==> src/rtl/bus_xcvr_pkg.sv <==
package bus_xcvr_pkg;
    typedef enum logic [1:0] {
        MODE_ISOLATE = 2'd0,
        MODE_DRIVE_B = 2'd1,
        MODE_DRIVE_A = 2'd2
    } lane_mode_e;
endpackage

==> src/rtl/strobe_reg.sv <==
module strobe_reg #(
    parameter int W = 8
) (
    input  logic         clk,
    input  logic         rst_n,
    input  logic         strb,
    input  logic [W-1:0] d,
    output logic [W-1:0] q
);
    logic strb_q;
    logic rise;

    assign rise = strb & ~strb_q;

    always_ff @(posedge clk or negedge rst_n) begin
        if (!rst_n) begin
            strb_q <= 1'b0;
            q      <= '0;
        end else begin
            strb_q <= strb;
            if (rise) q <= d;
        end
    end

    // a detected rising strobe loads the data
    assert_load_on_rise_R1: assert property (@(posedge clk) disable iff (!rst_n)
        (strb && !strb_q) |=> (q == $past(d)));
    // no rise, no change (a held strobe does not reload)
    assert_hold_no_rise_R3: assert property (@(posedge clk) disable iff (!rst_n)
        !(strb && !strb_q) |=> $stable(q));
endmodule

==> src/rtl/lane_ctrl.sv <==
module lane_ctrl
    import bus_xcvr_pkg::*;
#(
    parameter int W = 8
) (
    input  logic         clk,
    input  logic         rst_n,
    input  logic         oe_n,
    input  logic         dir,
    input  logic         sel_ab,
    input  logic         sel_ba,
    input  logic [W-1:0] a_in,
    input  logic [W-1:0] b_in,
    input  logic [W-1:0] reg_a,
    input  logic [W-1:0] reg_b,
    output logic [W-1:0] a_out,
    output logic [W-1:0] b_out,
    output logic         a_drv,
    output logic         b_drv
);
    lane_mode_e mode;

    // mode decode
    always_comb begin
        unique case ({oe_n, dir})
            2'b01:   mode = MODE_DRIVE_B;
            2'b00:   mode = MODE_DRIVE_A;
            default: mode = MODE_ISOLATE;
        endcase
    end

    // outputs per mode
    always_comb begin
        a_out = '0;
        b_out = '0;
        a_drv = 1'b0;
        b_drv = 1'b0;
        unique case (mode)
            MODE_DRIVE_B: begin
                b_drv = 1'b1;
                b_out = sel_ab ? reg_a : a_in;
            end
            MODE_DRIVE_A: begin
                a_drv = 1'b1;
                a_out = sel_ba ? reg_b : b_in;
            end
            default: ;
        endcase
    end

    assert_isolate_R4: assert property (@(posedge clk) disable iff (!rst_n)
        oe_n |-> (!a_drv && !b_drv && a_out == '0 && b_out == '0));
    assert_live_ab_R5: assert property (@(posedge clk) disable iff (!rst_n)
        (!oe_n && dir && !sel_ab) |-> (b_drv && b_out == a_in));
    assert_stored_ab_R6: assert property (@(posedge clk) disable iff (!rst_n)
        (!oe_n && dir && sel_ab) |-> (b_drv && b_out == reg_a));
    assert_live_ba_R7: assert property (@(posedge clk) disable iff (!rst_n)
        (!oe_n && !dir && !sel_ba) |-> (a_drv && a_out == b_in));
    assert_stored_ba_R8: assert property (@(posedge clk) disable iff (!rst_n)
        (!oe_n && !dir && sel_ba) |-> (a_drv && a_out == reg_b));
endmodule

==> src/rtl/bus_xcvr16.sv <==
module bus_xcvr16 #(
    parameter int LANES  = 2,
    parameter int LANE_W = 8
) (
    input  logic                     clk,
    input  logic                     rst_n,
    input  logic [LANES-1:0]         oe_n,
    input  logic [LANES-1:0]         dir,
    input  logic [LANES-1:0]         strb_ab,
    input  logic [LANES-1:0]         strb_ba,
    input  logic [LANES-1:0]         sel_ab,
    input  logic [LANES-1:0]         sel_ba,
    input  logic [LANES*LANE_W-1:0]  a_in,
    input  logic [LANES*LANE_W-1:0]  b_in,
    output logic [LANES*LANE_W-1:0]  a_out,
    output logic [LANES*LANE_W-1:0]  b_out,
    output logic [LANES-1:0]         a_drv,
    output logic [LANES-1:0]         b_drv
);
    localparam int BUS_W = LANES * LANE_W;

    logic [BUS_W-1:0] reg_a;
    logic [BUS_W-1:0] reg_b;

    for (genvar l = 0; l < LANES; l++) begin : g_lane
        localparam int LO = l * LANE_W;

        strobe_reg #(.W(LANE_W)) u_reg_a (
            .clk  (clk),
            .rst_n(rst_n),
            .strb (strb_ab[l]),
            .d    (a_in[LO +: LANE_W]),
            .q    (reg_a[LO +: LANE_W])
        );

        strobe_reg #(.W(LANE_W)) u_reg_b (
            .clk  (clk),
            .rst_n(rst_n),
            .strb (strb_ba[l]),
            .d    (b_in[LO +: LANE_W]),
            .q    (reg_b[LO +: LANE_W])
        );

        lane_ctrl #(.W(LANE_W)) u_ctrl (
            .clk   (clk),
            .rst_n (rst_n),
            .oe_n  (oe_n[l]),
            .dir   (dir[l]),
            .sel_ab(sel_ab[l]),
            .sel_ba(sel_ba[l]),
            .a_in  (a_in[LO +: LANE_W]),
            .b_in  (b_in[LO +: LANE_W]),
            .reg_a (reg_a[LO +: LANE_W]),
            .reg_b (reg_b[LO +: LANE_W]),
            .a_out (a_out[LO +: LANE_W]),
            .b_out (b_out[LO +: LANE_W]),
            .a_drv (a_drv[l]),
            .b_drv (b_drv[l])
        );

        // one side per lane at most
        assert_one_side_R9: assert property (@(posedge clk) disable iff (!rst_n)
            !(a_drv[l] && b_drv[l]));
    end

    // registers are zero while reset is held
    always_ff @(posedge clk) begin
        if (!rst_n) begin
            assert_reset_clear_R11: assert (reg_a == '0 && reg_b == '0);
        end
    end
endmodule

==> config.mk <==
export PLATFORM = sky130hd
export DESIGN_NAME = bus_xcvr16
export DESIGN_NICKNAME = d
export VERILOG_FILES = /design/src/rtl/bus_xcvr_pkg.sv /design/src/rtl/strobe_reg.sv /design/src/rtl/lane_ctrl.sv /design/src/rtl/bus_xcvr16.sv
export SDC_FILE = /design/constraint.sdc
export NUM_CORES = 1
export LEC_CHECK = 0
export ABC_AREA = 1
export BUFFER_PORTS_ARGS = -buffer_cell sky130_fd_sc_hd__clkbuf_2
export CAP_MARGIN = 20
export CORE_MARGIN = 2
export CORE_UTILIZATION = 51
export DETAILED_ROUTE_END_ITERATION = 12
export HOLD_SLACK_MARGIN = 0.1
export PLACE_DENSITY = 0.83
export SLEW_MARGIN = 20
export SYNTH_ARGS = -nofsm -noshare
export SYNTH_HDL_FRONTEND = slang
export SYNTH_SLANG_ARGS = --single-unit
==> constraint.sdc <==
create_clock -name clk -period 1.4 [get_ports clk]
set_input_delay 0.35 -clock clk [delete_from_list [all_inputs] [get_ports clk]]
set_output_delay 0.35 -clock clk [all_outputs]
set_load 0.01 [all_outputs]
# Word level (Yosys, flattened, before mapping)
# Index checks and enable logic that the tools add are counted.
[classes]
muxes = 14
eq_ne = 6
n_reduce_logical = 2
bitwise_logic = 8
[op_table]
columns = ["cell", "count"]
rows = [
  ["2-to-1 mux 8 bit", 8],
  ["== test 2 x 1 -> 1 bit (second input constant)", 4],
  ["one-hot mux 2 bit (2 select lines)", 2],
  ["bitwise AND 1 bit", 4],
  ["== test 2 bit (second input constant)", 2],
  ["logical NOT 2 bit", 2],
  ["2-to-1 mux 1 bit", 4],
  ["NOT 1 bit", 4],
]
[totals]
in_bits = 46
output_inout_bits = 36
elab_cells = 38
reg_bits = 36

# Depth between registers and ports, before layout
[depth]
ltp_word = 4
ltp_mapped = 5
mapped_depth_nobuf = 4

# By module
# A second synthesis with hierarchy kept.
[unflattened]
cells_unflattened = 288
area_unflattened_um2 = 2089.5
[by_module_without_submodules]
columns = ["module", "area_per_inst_um2", "seq_area_each_um2", "cells_per_inst", "instances"]
rows = [
  ["strobe_reg", 351.6, 225.2, 36, 4],
  ["lane_ctrl", 341.6, 0.0, 72, 2],
]

# Worst setup path after synthesis
# No wires, ideal clock.
[synth_timing]
path_type = "input to output"
from = "input sel_ba[1]"
to = "output a_out[13]"
t_required_ns = 1.050
path_slack_ns = 0.210
stages = 5
n_path_buf = 2
arrival_ns = 0.840
path_cell_list = "buf_6 > buf_6 > nand2_2 > nand2_1 > nor2_1"
[synth_between]
elab_chain_cells = 2
[synth_lines]
columns = ["item", "line", "rtl"]
rows = [
  ["start: declaration", "bus_xcvr16.sv:12", "input logic [LANES-1:0] sel_ba,"],
  ["2-to-1 mux 8 bit", "lane_ctrl.sv:45", "a_out = sel_ba ? reg_b : b_in;"],
  ["2-to-1 mux 8 bit", "lane_ctrl.sv:38", "unique case (mode)"],
  ["end: declaration", "bus_xcvr16.sv:15", "output logic [LANES*LANE_W-1:0] a_out,"],
]
# Every way passes these cells.

# Final worst setup path
[layout_timing]
from = "register g_lane[0].u_reg_b.q[5]"
to = "output a_out[5]"
[layout_between]
elab_chain_cells = 2
[layout_lines]
columns = ["item", "line", "rtl"]
rows = [
  ["start: declaration", "strobe_reg.sv:8", "output logic [W-1:0] q"],
  ["start signal: assignment", "strobe_reg.sv:18", "q <= '0;"],
  ["start signal: assignment", "strobe_reg.sv:21", "if (rise) q <= d;"],
  ["2-to-1 mux 8 bit", "lane_ctrl.sv:45", ""],
  ["2-to-1 mux 8 bit", "lane_ctrl.sv:38", ""],
]
# Every way passes these cells.

==> impl_metrics.yaml <==
status:
  status: "complete, no violations"
synthesis:
  synth_cell_types: 11
  syn-num-nets: 342
  synthArstFlopShare_pct: 100.0
  synthDominantCellAreaShare_pct: 43.43
  syn_area_um2: 2074
  ys_warn_count: 0
  ys_seq_area_share_pct: 43.43
  synth.most_common_cell: "nand2_1"
  yosys.area.top_type: "dfrtp_1"
  ys_top_cells_by_area: "dfrtp_1, nand2_1, a21oi_2"
  netlist_instances: 296
  postSynthAreaPerCell_um2: 7.008
  synth_edf_count: 0
  ys_top_cells_by_count: "nand2_1, dfrtp_1, nor2_1, inv_1, a21oi_2"
  synth_flop_cell: "dfrtp_1"
  ys_ff_latch: 36
cells_and_area:
  area_growth_pct: 27.80
  final_cell_count_no_fill: 435
  fillers: 349
  antennaDiodeCount: 0
  finish.utilization_pct: 67.25
  drive_gt1_share_pct: 35.32
  nets: 430
global_routing:
  grt_max_degree: 37
  antenna_found_initial: 0
  grt_overflow_total: 0
  track_usage_pct: 20.75
  first_global_vias: 1732
  grt_pass1_wl_um: 7286
timing:
  final_hold_viol_count: 0
  rsz0062_at_grt: "yes"
  worst-slew-pin-transition_ns: 0.3145
  fin_ws_ns: 0.03279
  fin_crit_ns: 1.367
  slew_violations: 0
  setup_viol: 0
  holdWs_ns: 0.2186
  period_share_pct: 97.66
  fin_skew_ns: 0.001284
  maxSlewHeadroom_pct: 79.03
  timing.fmax_mhz: 731.4
floorplan:
  start_util_pct: 52.62
  die_h_um: 67.78
  dieArea_um2: 4593
  io_pins: 82
  num_rows: 23
  die_w_um: 67.78
  coreArea_um2: 3943
place:
  dp.cells: 418
  hpwlAfterDp_um: 3301
  post-place-ws_ns: 0.01843
  place_congestion: 0.8057
  port_buffers: 81
critical_path:
  worst_ep_arrival_time_ns: 1.02
  ff2ff_setup_slack_ns: 0.55
  critPathLaunchType: "flop"
  path_class: "flop to output pin"
  crit_path_end_kind: "output pin"
  crit_family: "flip-flops"
  slowest_delay_ns: 0.36
  slowest_stage: "dfrtp_1"
  cp_num_buf_inv: 2
  crit_chain: "inv_1 -> nand2_2 -> nand2_1 -> nor2_1 -> buf_2"
  required_ns: 1.05
  cp_max_fo: 2
cts:
  clock-sinks: 36
  clock_path_buffers: 2
  cts_tree: "yes"
  root_buffer: "clkbuf_8"
  h-tree-depth: 2
  cts_buffers: 5
  cts.clk_slew.worst_paths_ns: 0.07
  insertion_delay_ns: 0.28
pwr:
  leakage_nw: 1.571
  irDropWorstVdd_uv: 757.6
  p_per_area_nw_per_um2: 959.2
  power_mw: 2.543
detailed_routing:
  vias_per_cell: 4.674
  drc_errors: 0
  drt_iter0_drc: 107
  wl_per_cell_um: 10.34
  detail-route-antenna-nets: 0
  firstDrtPassIters: 4
  routed_wl_um: 4498
  vias: 2033
run:
  maxCapViolations: 0
min_path:
  hp-class: "input port to flop"
## worst paths after layout
check | start | end | cells after the start
max in group asynchronous | rst_n | g_lane[0].u_reg_a.q[3] | 3
setup reg to reg | g_lane[1].u_reg_a.strb_q | g_lane[1].u_reg_a.q[0] | 4
setup / recovery | g_lane[0].u_reg_b.q[5] | a_out[5] | 5
hold / removal | strb_ba[1] | g_lane[1].u_reg_b.strb_q | 1
hold reg to reg | g_lane[1].u_reg_b.q[5] | g_lane[1].u_reg_b.q[5] | 2
min in group asynchronous | rst_n | g_lane[0].u_reg_b.q[2] | 3
## worst register-to-register path, stage by stage, from the launching register on
cell     delay (ns)
dfrtp_1        0.40
inv_1          0.07
nand2_2        0.12
nand2_1        0.09
nand2_1        0.06
## cells by family after synthesis
family                 count (synthesis)  synth area share, %
DFF                                   36                43.43
buffers and inverters                 40                9.530
AOI/OAI and AO/OA                     16                6.755
and+or+nand+nor                      204                40.29
## layout make-up
| type | instances | area (um2) | share of cell area (%) |
|---|---|---|---|
| Multi-Input combinational cell | 221 | 992.2 | 37.42 |
| Sequential cell | 36 | 900.9 | 33.98 |
| Timing Repair Buffer | 90 | 488.0 | 18.40 |
| Inverter | 30 | 117.6 | 4.436 |
| Clock buffer | 8 | 90.09 | 3.398 |
| Tap cell | 50 | 62.56 | 2.360 |
## sequential cells by signal, summed over array words and instances (netlist names)
signal	count
g_lane.u_reg_a.q	16
g_lane.u_reg_b.q	16
g_lane.u_reg_a.strb_q	2
g_lane.u_reg_b.strb_q	2
## what timing repair did
item	4_1_cts	5_1_grt
resized for setup	0	26
setup buffers	0	7
hold buffers	1	0
setup endpoints to repair	0	31
endpoints found under the hold margin	36	0
## cell usage in the layout (no fill, tap or decap)
| cell | Yosys | layout |
|---|---|---|
| dfrtp_1 | 36 | 36 |
| inv_4 | 0 | 2 |
| buf_4 | 4 | 7 |
| nor2_1 | 32 | 32 |
| buf_2 | 2 | 21 |
| clkbuf_1 | 0 | 2 |
| buf_12 | 0 | 1 |
| nand2_4 | 0 | 1 |
| a21oi_2 | 16 | 16 |
| clkbuf_2 | 0 | 60 |
| nand2_2 | 10 | 11 |
| inv_1 | 24 | 24 |
| nand2_1 | 156 | 154 |
| nor2_2 | 0 | 1 |
| dlygate4sd3_1 | 0 | 1 |
| clkbuf_8 | 0 | 6 |
| inv_2 | 6 | 4 |
| nor2_4 | 6 | 6 |
## power breakdown
part / total (mW) / internal [mW] / switching (mW) / leakage [nW]
Sequential: 1.23 / 1.16 / 0.0697 / 0.442
Clock: 0.739 / 0.401 / 0.338 / 0.0455
Combinational: 0.572 / 0.242 / 0.331 / 1.08
Total: 2.54 / 1.80 / 0.739 / 1.57
## per-stage QoR
stage | cell area (um2) | setup TNS (ns)
6_report | 2651 | 0
5_1_grt | 2651 | -0.3618
4_1_cts | 2577 | 0
3_5_place_dp | 2477 | 0
3_3_place_gp | 2477 | 0
2_1_floorplan | 2074 | 0
## routing by layer
| layer | part of all wire, % | wire (um) | global-route usage [%] | vias to the layer above |
|---|---|---|---|---|
| li1 | - | - | - | 1047 |
| met1 | 44 | 1976 | 26.62 | 920 |
| met2 | 50 | 2240 | 34.80 | 62 |
| met3 | 5.6 | 251 | 5.000 | 4 |
| met4 | 0.64 | 29 | 6.000 | 0 |
| met5 | 0 | 0 | 0 | - |
Power figures use the tool's default switching activity.
